==> config.mk <==
export PLATFORM = sky130hd
export DESIGN_NAME = dti_top
export DESIGN_NICKNAME = d
export VERILOG_FILES = /design/src/rtl/dti_pkg.sv /design/src/rtl/dti_tick_gen.sv /design/src/rtl/dti_channel.sv /design/src/rtl/dti_top.sv
export SDC_FILE = /design/constraint.sdc
export NUM_CORES = 1
export LEC_CHECK = 0
export BUFFER_PORTS_ARGS = -buffer_cell sky130_fd_sc_hd__buf_2
export CORE_MARGIN = 3
export CORE_UTILIZATION = 50
export CTS_CLUSTER_SIZE = 20
export DETAILED_ROUTE_END_ITERATION = 7
export PLACE_DENSITY = 0.7
export SLEW_MARGIN = 20
export SYNTH_ARGS = -nofsm -noshare
export SYNTH_HDL_FRONTEND = slang
export SYNTH_SLANG_ARGS = --single-unit
==> constraint.sdc <==
create_clock -name clk -period 2 [get_ports clk]
set_input_delay 0 -clock clk [delete_from_list [all_inputs] [get_ports clk]]
set_output_delay 0 -clock clk [all_outputs]
set_load 0.005 [all_outputs]
==> src/rtl/dti_pkg.sv <==
package dti_pkg;
  // Number of inverter legs; each leg has an upper and a lower switch.
  parameter int unsigned DEF_PHASES = 3;
  parameter int unsigned DEF_CNT_W  = 8;

  typedef enum logic {
    RATE_FULL = 1'b0,
    RATE_HALF = 1'b1
  } rate_e;

  function automatic int unsigned chan_count(input int unsigned phases);
    return 2 * phases;
  endfunction
endpackage

==> src/rtl/dti_tick_gen.sv <==
module dti_tick_gen (
  input  logic clk,
  input  logic rst,
  input  logic half_rate,
  output logic tick
);
  import dti_pkg::*;

  logic phase_q;

  // Free-running toggle, never restarted by the channels.
  always_ff @(posedge clk) begin
    if (rst) phase_q <= 1'b0;
    else     phase_q <= ~phase_q;
  end

  always_comb begin
    unique case (rate_e'(half_rate))
      RATE_HALF: tick = phase_q;
      default:   tick = 1'b1;
    endcase
  end
endmodule

==> src/rtl/dti_channel.sv <==
module dti_channel #(
  parameter int unsigned CNT_W = 8
) (
  input  logic             clk,
  input  logic             rst,
  input  logic             tick,
  input  logic             dt_disable,
  input  logic [CNT_W-1:0] dt_count,
  input  logic             req,
  output logic             gate
);
  logic [CNT_W-1:0] cnt_q;
  logic             gate_q;
  logic             no_delay;

  assign no_delay = dt_disable | (dt_count == '0);
  assign gate     = gate_q;

  always_ff @(posedge clk) begin
    if (rst) begin
      cnt_q  <= '0;
      gate_q <= 1'b0;
    end else if (!req) begin
      // Turn-off is never delayed and always clears a pending count.
      cnt_q  <= '0;
      gate_q <= 1'b0;
    end else if (gate_q) begin
      cnt_q  <= '0;
    end else if (no_delay) begin
      gate_q <= 1'b1;
    end else if (tick) begin
      if (cnt_q >= dt_count) begin
        gate_q <= 1'b1;
        cnt_q  <= '0;
      end else begin
        cnt_q  <= cnt_q + 1'b1;
      end
    end
  end
endmodule

==> src/rtl/dti_top.sv <==
module dti_top #(
  parameter int unsigned PHASES = dti_pkg::DEF_PHASES,
  parameter int unsigned CNT_W  = dti_pkg::DEF_CNT_W
) (
  input  logic                  clk,
  input  logic                  rst,
  input  logic                  dt_disable,
  input  logic                  half_rate,
  input  logic [CNT_W-1:0]      dt_count,
  input  logic [2*PHASES-1:0]   req,
  output logic [2*PHASES-1:0]   gate
);
  localparam int unsigned NCH = dti_pkg::chan_count(PHASES);

  logic tick;

  dti_tick_gen u_tick (
    .clk       (clk),
    .rst       (rst),
    .half_rate (half_rate),
    .tick      (tick)
  );

  for (genvar ch = 0; ch < NCH; ch++) begin : g_ch
    dti_channel #(.CNT_W(CNT_W)) u_ch (
      .clk        (clk),
      .rst        (rst),
      .tick       (tick),
      .dt_disable (dt_disable),
      .dt_count   (dt_count),
      .req        (req[ch]),
      .gate       (gate[ch])
    );
  end
endmodule

==> results of run 1 <==
[how the worst max path moves through the flow]
| stage | start | to | slack [ps] | depth (start not counted) |
|---|---|---|---|---|
| after floorplan | g_ch[0].u_ch.cnt_q[2]$_SDFFE_PP0P_ | g_ch[0].u_ch.cnt_q[2]$_SDFFE_PP0P_ | 130 | 6 |
| after global placement | dt_count[2] | g_ch[2].u_ch.cnt_q[2]$_SDFFE_PP0P_ | 80 | 9 |
| after detailed placement | dt_count[2] | g_ch[2].u_ch.cnt_q[7]$_SDFFE_PP0P_ | 40 | 9 |
| after CTS | g_ch[2].u_ch.cnt_q[0]$_SDFFE_PP0P_ | g_ch[2].u_ch.cnt_q[7]$_SDFFE_PP0P_ | 30 | 8 |
| after global routing | g_ch[0].u_ch.cnt_q[2]$_SDFFE_PP0P_ | g_ch[0].u_ch.cnt_q[2]$_SDFFE_PP0P_ | -1 | 7 |
| final | g_ch[2].u_ch.cnt_q[2]$_SDFFE_PP0P_ | g_ch[2].u_ch.cnt_q[2]$_SDFFE_PP0P_ | 110 | 7 |
[synth_stat cells (all sizes together) (4+ instances only)]
master  instances  area [um^2]
dfxtp          55         1100
ha             54          676
nand2          46          173
nand3          44          220
nor2           37          144
o21ai          26          134
a21oi          24          120
nor2b          20          125
inv            19         71.3
a31oi          14         87.6
and3           13         81.3
buf            13         91.3
a211oi         12          118
a22o           12          105
nor3           10         55.1
nand3b          6         45.0
nand4           6         37.5
o311ai          5         43.8
o21bai          4         30.0
[registers in the layout, indices dropped and copies added (netlist names)]
name	flops
u_tick.phase_q	1
g_ch.u_ch.cnt_q	48
g_ch.u_ch.gate	6
[repair_timing]
| item | 4_1_cts | 5_1_grt |
|---|---|---|
| hold buffers | 4 | 0 |
| gates resized for setup | 0 | 12 |
| buffers inserted | 0 | 0 |
| hold endpoints to repair | 5 | 0 |
| endpoints found under the setup margin | 0 | 29 |
[power by group through the flow]
stage	Combinational, mW	Clock, mW	Sequential [mW]
4_1_cts	0.311	0.829	1.12
6_report	0.319	0.801	1.12
2_1_floorplan	0.196	0	1.14
3_5_place_dp	0.304	0	1.15
5_1_grt	0.357	0.866	1.13
3_3_place_gp	0.296	0	1.15
[layout by cell type (no fill, tap or decap), types with 3 or more instances in the layout]
| cell | Yosys | final |
|---|---|---|
| buf_2 | 4 | 23 |
| a22o_1 | 12 | 12 |
| dlygate4sd3_1 | 0 | 4 |
| nor2b_1 | 20 | 19 |
| o311a_1 | 3 | 3 |
| nor3_1 | 9 | 9 |
| buf_4 | 8 | 23 |
| inv_1 | 18 | 18 |
| a211oi_1 | 8 | 8 |
| a21oi_1 | 24 | 24 |
| nor2_1 | 35 | 32 |
| nand3_1 | 44 | 44 |
| ha_1 | 54 | 54 |
| o21ai_1 | 4 | 5 |
| nand4_1 | 6 | 6 |
| nand3b_1 | 6 | 6 |
| clkbuf_8 | 0 | 6 |
| nand2b_1 | 3 | 3 |
| nor2_2 | 2 | 4 |
| and3_1 | 13 | 13 |
| nand4b_1 | 3 | 3 |
| o21ai_0 | 21 | 20 |
| a211o_1 | 3 | 3 |
| o311ai_1 | 5 | 5 |
| dfxtp_2 | 0 | 3 |
| xor2_1 | 3 | 3 |
| a31oi_1 | 14 | 14 |
| nand2_1 | 46 | 45 |
| dfxtp_1 | 55 | 52 |
| o21bai_1 | 4 | 4 |
[cell type report]
class                           instances  area [um^2]  share of cell area (%)
Sequential cell                        55         1100                    25.5
Timing Repair Buffer                   52          359                    8.30
Clock inverter                          2         35.0                   0.810
Clock buffer                            6         82.6                    1.91
Multi-Input combinational cell        364         2550                    58.9
Inverter                               19         71.3                    1.65
Tap cell                               99          124                    2.86
[metal layers]
metal | vias to the layer above | GRT usage, % | part of all wire [%]
met5 | - | 0 | 0
li1 | 1755 | - | -
met2 | 81 | 36.8 | 48
met3 | 13 | 3.78 | 4.3
met1 | 1634 | 28.0 | 46
met4 | 0 | 8.18 | 1.7
[tightest hold or removal path: cells and delay by family]
family	cells	cell delay (ps)
buffers and inverters	1	80
and+or+nand+nor	2	280
[logic make-up after synthesis]
logic type | synth area share (%)
XOR/XNOR | 1.16
adder cells (fa/ha/maj) | 17.8
AND/OR/NAND/NOR | 26.5
AO/OA/AOI/OAI | 21.1
buffers and inverters | 4.29
flip-flops | 29.1
==> impl_metrics.py, run 1 <==
metrics = {
    "global_route": {
        "overflow": 0,
        "grt_usage_pct": 21.9,
        "grt_max_degree": 32,
        "grt_pass1_vias": 3216,
        "grt_pass1_wl_um": 15100,
        "antenna_found_initial": 0,
    },
    "synth": {
        "ys_types": 43,
        "netlist_instances": 451,
        "ys_ff_latch": 55,
        "synthArstFlopShare_pct": 0,
        "syn_area_per_cell_um2": 8.40,
        "yosys_most_used_dff": "dfxtp_1",
        "seq_area_frac_synth_pct": 29.1,
        "synth-edff-count": 0,
        "syn_nets": 523,
        "ys_warn_count": 0,
        "syn_area_um2": 3790,
    },
    "clock_tree": {
        "clockRootBuffer": "clkbuf_8",
        "cts_tree": "yes",
        "cts-htree-levels": 2,
        "cts_buffers": 5,
        "clock-sinks": 55,
        "clk_latency_ps": 330,
        "cts_buffer_depth": 2,
        "cts.reportedPaths.clkPinSlew_ps": 100,
    },
    "critical_path": {
        "reg2reg_depth": 7,
        "r2r_end": "g_ch[2].u_ch.cnt_q[2]$_SDFFE_PP0P_",
        "cp.arrival_ps": 2150,
        "worstPathCellList": "ha_1, a211oi_2, o21ai_2, a2111oi_4, buf_4, nand4b_1, a31oi_1",
        "crit_slowest_cell": "a2111oi_4",
        "crit_type": "flop to flop",
        "r2r_slack_ps": 110,
        "critPathCaptureType": "flop",
        "cp.required_ps": 2260,
        "crit_path_max_incr_delay_ps": 380,
        "r2r-start": "g_ch[2].u_ch.cnt_q[2]$_SDFFE_PP0P_",
        "worst_setup_path_start_kind": "flop",
        "crit_path_max_fanout": 6,
        "crit_family": "compound AO/OA/AOI/OAI gates",
        "crit_buf_inv": 1,
    },
    "power": {
        "p_comb_share_pct": 14.2,
        "p_seq_share_pct": 50.1,
        "power_density_nw_per_um2": 519,
        "vdd_drop_max_v": 0.000324,
        "switching_share_pct": 27.0,
        "total_power_mw": 2.24,
        "p_leak_nw": 1.83,
        "p_sw_mw": 0.605,
        "p_clk_share_pct": 35.7,
        "intPower_mw": 1.64,
    },
    "hold_path": {
        "min_to": "g_ch[0].u_ch.cnt_q[0]$_SDFFE_PP0P_",
        "hold_depth": 3,
        "hold_path_startpoint": "req[0]",
        "hold_class": "input pin to flop",
    },
    "floorplanning": {
        "dieArea_um2": 8660,
        "ioPinCount": 24,
        "row_count": 31,
        "core_um2": 7290,
        "die_height_um": 93.0,
        "die_x_um": 93.0,
        "initial_core_util_pct": 51.9,
    },
    "sta": {
        "setup_tns_ps": 0,
        "drv_slew": 0,
        "layout_setup_ws_ps": 106,
        "worst_pin_slew_ps": 418,
        "hold_viol_final": 0,
        "fin_worst_skew_ps": 8.52,
        "final.min_clock_period_ps": 1890,
        "max_freq_mhz": 528,
        "fin_hold_ws_ps": 58.9,
        "relSlewSlack_pct": 71.9,
        "fin_crit_sh_pct": 94.7,
        "setup_viol": 0,
    },
    "flow_run": {
        "cap_violations": 0,
    },
    "placed_design": {
        "place_area_um2": 4140,
        "dp_hpwl_um": 6900,
        "place_congestion": 0.848,
        "dpl.cell_count": 584,
        "post-place-ws_ps": 39.9,
        "numPortBuffers": 23,
    },
    "status": {
        "outcome": "finished, final reports clean",
    },
    "cells_and_area": {
        "drive_gt1_share_pct": 16.1,
        "fin_util_pct": 59.3,
        "final_cells": 597,
        "final_area_um2": 4330,
        "antenna_cells": 0,
        "nFillCells": 727,
        "area_growth_pct": 14.2,
        "final_nets": 569,
    },
    "drt": {
        "ant_nets": 0,
        "vias": 3483,
        "avgViaCountPerCell": 5.83,
        "drc_errors": 0,
        "dr.pass1.iters": 5,
        "drt_wl_total_um": 9220,
        "dr.first_iter.drc_count": 143,
        "wl_per_cell_um": 15.5,
    },
}
No activity file was read; power rests on OpenSTA's default activity.
==> inputs of run 2 (changes only) <==
--- a/config.mk
+++ b/config.mk
@@ -11,6 +11,7 @@
 export CTS_CLUSTER_SIZE = 20
 export DETAILED_ROUTE_END_ITERATION = 7
 export PLACE_DENSITY = 0.7
+export SETUP_SLACK_MARGIN = 0.5
 export SLEW_MARGIN = 20
 export SYNTH_ARGS = -nofsm -noshare
 export SYNTH_HDL_FRONTEND = slang
==> constraint.sdc (replaced) <==
create_clock -name clk -period 2 [get_ports clk]
set_input_delay 0 -clock clk [delete_from_list [all_inputs] [get_ports clk]]
set_output_delay 0 -clock clk [all_outputs]
set_load 0.05 [all_outputs]
==> run 2 against run 1 <==
Worst hold slack worse by 38 ps. Register-to-register slack better by 50 ps. Die area stayed put. Power is 0.51% lower. Sequential power hardly changed. Critical endpoint is now g_ch[2].u_ch.cnt_q[5]$_SDFFE_PP0P_.
==> impl_metrics.py, run 2 (synthesis gave the netlist of run 1 again) <==
metrics = {
    "global_route": {
        "grt_pass1_vias": 3596,
        "gr-usage-met3_pct": 3.46,
        "grt_pass1_wl_um": 17000,
        "antenna_found_initial": 0,
        "overflow": 0,
        "grt_busiest_layer": "met2",
        "grt_usage_pct": 24.2,
        "grt_max_degree": 16,
        "use_met2_pct": 44.5,
        "grtUsageMet1_pct": 29.5,
    },
    "hold_path": {
        "hold_depth": 4,
        "hold_class": "input pin to flop",
    },
    "placed_design": {
        "numPortBuffers": 23,
        "post-place-ws_ps": 63.6,
        "place_area_um2": 4230,
        "dp_hpwl_um": 6970,
        "place_congestion": 0.852,
    },
    "floorplanning": {
        "die_height_um": 93.0,
        "initial_core_util_pct": 51.9,
        "row_count": 31,
        "ioPinCount": 24,
        "dieArea_um2": 8660,
        "core_um2": 7290,
        "die_x_um": 93.0,
    },
    "cells_and_area": {
        "top_register": "g_ch.u_ch.cnt_q",
        "layout_commonest_cell": "buf_4",
        "final_area_um2": 5160,
        "nFillCells": 574,
        "drive_gt1_share_pct": 43.4,
        "final_nets": 596,
        "fin_util_pct": 70.7,
        "layout_common_cells": "buf_4 (46), nand2_1 (42), ha_1 (31)",
        "largest_reg_flops": 48,
        "area_growth_pct": 36.2,
        "antenna_cells": 0,
    },
    "clock_tree": {
        "clock-sinks": 55,
        "cts-htree-levels": 2,
        "cts_tree": "yes",
        "clk_latency_ps": 320,
        "cts.reportedPaths.clkPinSlew_ps": 90,
        "cts_buffers": 5,
        "clockRootBuffer": "clkbuf_8",
        "cts_buffer_depth": 2,
    },
    "critical_path": {
        "crit_type": "flop to flop",
        "worst_setup_path_start_kind": "flop",
        "reg2reg_depth": 8,
        "critPathCaptureType": "flop",
        "crit_path_max_fanout": 6,
        "cp.required_ps": 2230,
        "cp.arrival_ps": 2070,
    },
    "sta": {
        "relSlewSlack_pct": 69.7,
        "hold_viol_final": 0,
        "setup_tns_ps": 0,
        "rsz0062_at_grt": "true",
        "drv_slew": 0,
        "max_freq_mhz": 543,
        "final.min_clock_period_ps": 1840,
        "fin_crit_sh_pct": 92.1,
        "fin_worst_skew_ps": 12.2,
        "layout_setup_ws_ps": 158,
        "setup_viol": 0,
        "worst_pin_slew_ps": 453,
    },
    "power": {
        "total_power_mw": 2.23,
        "power_density_nw_per_um2": 433,
        "p_leak_nw": 2.02,
        "vdd_drop_max_v": 0.000302,
    },
    "drt": {
        "drt_wl_total_um": 10700,
        "wl_per_cell_um": 17.2,
        "dr.pass1.iters": 4,
        "vias": 3694,
        "avgViaCountPerCell": 5.92,
        "dr.first_iter.drc_count": 137,
        "drc_errors": 0,
        "ant_nets": 0,
    },
    "flow_run": {
        "cap_violations": 0,
    },
    "status": {
        "outcome": "finished, final reports clean",
    },
}
[run 2: cell type report]
cell class,instances,area (um^2),area share (%)
multi-input cells,364,3100,60.2
flip-flops and latches,55,1190,23.0
repair buffers,79,568,11.0
well taps,99,124,2.40
clock buffers,8,100,1.94
inverters,19,75.1,1.46
[run 2: worst paths after layout]
| kind | startpoint | to | slack [ps] |
|---|---|---|---|
| setup / recovery | g_ch[2].u_ch.cnt_q[2]$_SDFFE_PP0P_ | g_ch[2].u_ch.cnt_q[5]$_SDFFE_PP0P_ | 160 |
| hold / removal | rst | g_ch[5].u_ch.cnt_q[6]$_SDFFE_PP0P_ | 20 |
| setup reg to reg | g_ch[2].u_ch.cnt_q[2]$_SDFFE_PP0P_ | g_ch[2].u_ch.cnt_q[5]$_SDFFE_PP0P_ | 160 |
| hold reg to reg | g_ch[4].u_ch.cnt_q[1]$_SDFFE_PP0P_ | g_ch[4].u_ch.cnt_q[1]$_SDFFE_PP0P_ | 480 |
[run 2: worst max-delay path, stage by stage, from the launching register on]
cell and delay [ps]:
dfxtp_4 370, ha_4 210, a211oi_2 210, o21ai_2 100, a2111oi_4 360, buf_6 180, buf_4 110, nand3_2 60
a31oi_1 170
[run 2: metrics by stage]
stage	instances	hold slack (ps)
2_1_floorplan	451	72.4
3_3_place_gp	573	220
3_5_place_dp	573	224
4_1_cts	619	0.530
5_1_grt	624	33.4
6_report	624	21.4
[run 2: repair_timing]
| item | in CTS | in global routing |
|---|---|---|
| pin swaps | 44 | 36 |
| gates resized for setup | 78 | 50 |
| buffers inserted | 31 | 5 |
| hold buffers | 4 | 0 |
| cloned | 3 | 0 |
| hold endpoints to repair | 4 | 0 |
| endpoints found under the setup margin | 50 | 52 |
[run 2: power breakdown]
group,internal [mW],leakage [nW],switching (mW)
registers,1.09,0.469,0.0161
logic,0.169,1.50,0.268
clock network,0.317,0.0515,0.374
[run 2: routing by layer]
layer	vias to the layer above	wire length [um]	part of all wire (%)
met3	15	409	3.8
met1	1790	4590	43
met5	-	0	0
met4	0	148	1.4
li1	1824	-	-
met2	65	5580	52
==> inputs of run 3 (changes only) <==
--- a/config.mk
+++ b/config.mk
@@ -6,6 +6,7 @@
 export NUM_CORES = 1
 export LEC_CHECK = 0
 export BUFFER_PORTS_ARGS = -buffer_cell sky130_fd_sc_hd__buf_2
+export CORE_ASPECT_RATIO = 1.4
 export CORE_MARGIN = 3
 export CORE_UTILIZATION = 50
 export CTS_CLUSTER_SIZE = 20
==> run 3 against run 2 <==
The run now ends with negative hold slack left. Global-route usage decreased by 0.12 points. Clock power fell by 1%. Sequential share of layout area fell by 0.082 points. Count of clock-buffer cells in the layout shrank 2. Largest cell class unchanged. Largest power group unchanged. Via count increased by 0.97%.
==> impl_metrics.py, run 3 (synthesis gave the netlist of run 1 again) <==
metrics = {
    "sta": {
        "fin_worst_skew_ps": 15.8,
        "setup_viol": 0,
        "fin_crit_sh_pct": 89.7,
        "max_freq_mhz": 557,
        "worst_pin_slew_ps": 451,
        "fin_hold_ws_ps": -1.07,
        "final.min_clock_period_ps": 1790,
        "drv_slew": 0,
        "setup_tns_ps": 0,
        "hold_viol_final": 1,
        "relSlewSlack_pct": 69.9,
        "rsz0062_at_grt": "true",
    },
    "power": {
        "intPower_mw": 1.55,
        "power_density_nw_per_um2": 427,
        "p_leak_nw": 2.04,
        "vdd_drop_max_v": 0.000400,
        "p_sw_mw": 0.677,
        "p_comb_share_pct": 19.9,
        "p_seq_share_pct": 49.5,
        "switching_share_pct": 30.4,
        "p_clk_share_pct": 30.6,
    },
    "critical_path": {
        "crit_slowest_cell": "dfxtp_4",
        "worst_setup_path_start_kind": "flop",
        "r2r_slack_ps": 210,
        "cp.required_ps": 2250,
        "cp.arrival_ps": 2050,
        "crit_path_max_fanout": 6,
        "crit_buf_inv": 1,
        "crit_family": "compound AO/OA/AOI/OAI gates",
        "crit_type": "flop to flop",
        "crit_path_max_incr_delay_ps": 380,
        "critPathCaptureType": "flop",
        "worstPathCellList": "ha_4, a211oi_4, nor2_2, a2111oi_4, buf_4, nand3b_1, a31oi_1",
    },
    "status": {
        "outcome": "finished with violations",
        "violations": "negative hold slack",
    },
    "floorplanning": {
        "ioPinCount": 24,
        "core_um2": 7160,
        "row_count": 36,
        "dieArea_um2": 8670,
        "die_height_um": 109,
        "initial_core_util_pct": 52.9,
        "die_x_um": 79.6,
    },
    "clock_tree": {
        "clock-sinks": 55,
        "cts.reportedPaths.clkPinSlew_ps": 120,
        "cts_tree": "yes",
        "clockRootBuffer": "clkbuf_8",
        "cts-htree-levels": 2,
        "cts_buffer_depth": 2,
        "clk_latency_ps": 320,
        "cts_buffers": 5,
    },
    "drt": {
        "wl_per_cell_um": 16.8,
        "ant_nets": 0,
        "vias": 3730,
        "drc_errors": 0,
        "dr.first_iter.drc_count": 138,
        "drt_wl_total_um": 10400,
        "avgViaCountPerCell": 6.04,
        "dr.pass1.iters": 4,
    },
    "flow_run": {
        "cap_violations": 0,
    },
    "cells_and_area": {
        "layout_common_cells": "nand2_1 (45), buf_4 (43), nand3_1 (31)",
        "top_register": "g_ch.u_ch.cnt_q",
        "layout_commonest_cell": "nand2_1",
        "final_nets": 594,
        "final_cells": 618,
        "antenna_cells": 0,
        "area_growth_pct": 37.6,
        "nFillCells": 515,
        "largest_reg_flops": 48,
        "drive_gt1_share_pct": 44.6,
    },
    "hold_path": {
        "hold_class": "input pin to flop",
    },
    "global_route": {
        "grt_pass1_wl_um": 16700,
        "overflow": 0,
        "antenna_found_initial": 0,
        "grt_usage_pct": 24.1,
        "grt_pass1_vias": 3607,
        "grt_max_degree": 18,
    },
    "placed_design": {
        "numPortBuffers": 23,
        "dp_hpwl_um": 6860,
        "place_congestion": 0.875,
        "dpl.cell_count": 575,
    },
}
[run 3: cell count changes in the layout (fill, tap and decap cells not counted), sizes merged]
cell	before	now
clkbuf	8	6
inv	18	17
clkinvlp	1	3
clkinv	0	1
buf	75	73
[run 3: metal layers]
layer	up-vias	share of wire [%]	global-route usage (%)
met5	-	0	0
met1	1782	42	29.4
li1	1813	-	-
met3	26	4.5	3.14
met2	109	51	43.5
met4	0	2.8	7.25
[run 3: final timing paths]
kind | start | end | depth (start not counted)
worst max-delay path | g_ch[5].u_ch.cnt_q[5]$_SDFFE_PP0P_ | g_ch[5].u_ch.cnt_q[2]$_SDFFE_PP0P_ | 7
worst min-delay path | rst | g_ch[5].u_ch.cnt_q[6]$_SDFFE_PP0P_ | 4
worst max register to register | g_ch[5].u_ch.cnt_q[5]$_SDFFE_PP0P_ | g_ch[5].u_ch.cnt_q[2]$_SDFFE_PP0P_ | 7
worst min register to register | u_tick.phase_q$_SDFF_PP0_ | u_tick.phase_q$_SDFF_PP0_ | 1
[run 3: timing repair]
| action | CTS | global route |
|---|---|---|
| endpoints found under the hold margin | 4 | 0 |
| gates resized for setup | 65 | 72 |
| gates cloned | 3 | 0 |
| hold buffers | 4 | 0 |
| pin swaps | 34 | 47 |
| buffers inserted | 19 | 9 |
| endpoints found under the setup margin | 51 | 54 |
[run 3: stage by stage]
| step | setup slack (ps) | power [mW] | hold slack, ps | area (um^2) | util, % |
|---|---|---|---|---|---|
| after floorplan | 319 | 1.38 | 72.4 | 3980 | - |
| after global placement | 110 | 1.48 | 208 | 4290 | 59.8 |
| after detailed placement | 53.4 | 1.49 | 214 | 4290 | 59.8 |
| after CTS | 204 | 2.19 | 15.5 | 4790 | 66.9 |
| after global routing | 110 | 2.32 | 21.0 | 5210 | 72.7 |
| final | 206 | 2.23 | -1.07 | 5210 | 72.7 |
[run 3: tightest hold or removal path, stage by stage]
cell,delay (ps)
buf_2,100
nor2b_1,80
o21ai_2,80
nor2_1,40
[run 3: power groups by stage]
stage / logic, mW / registers [mW] / clock network [mW]
2_1_floorplan: 0.235 / 1.14 / 0
4_1_cts: 0.393 / 1.11 / 0.690
5_1_grt: 0.483 / 1.10 / 0.729
6_report: 0.443 / 1.10 / 0.681
3_3_place_gp: 0.341 / 1.14 / 0
3_5_place_dp: 0.350 / 1.14 / 0
[run 3: final cells by class]
class                   instances  area (um^2)  share of cell area [%]
well taps                      95          119                    2.28
inverters                      19         78.8                    1.51
multi-input cells             364         3150                    60.5
flip-flops and latches         55         1190                    22.9
clock inverters                 2         16.3                   0.312
repair buffers                 77          566                    10.9
clock buffers                   6         82.6                    1.59
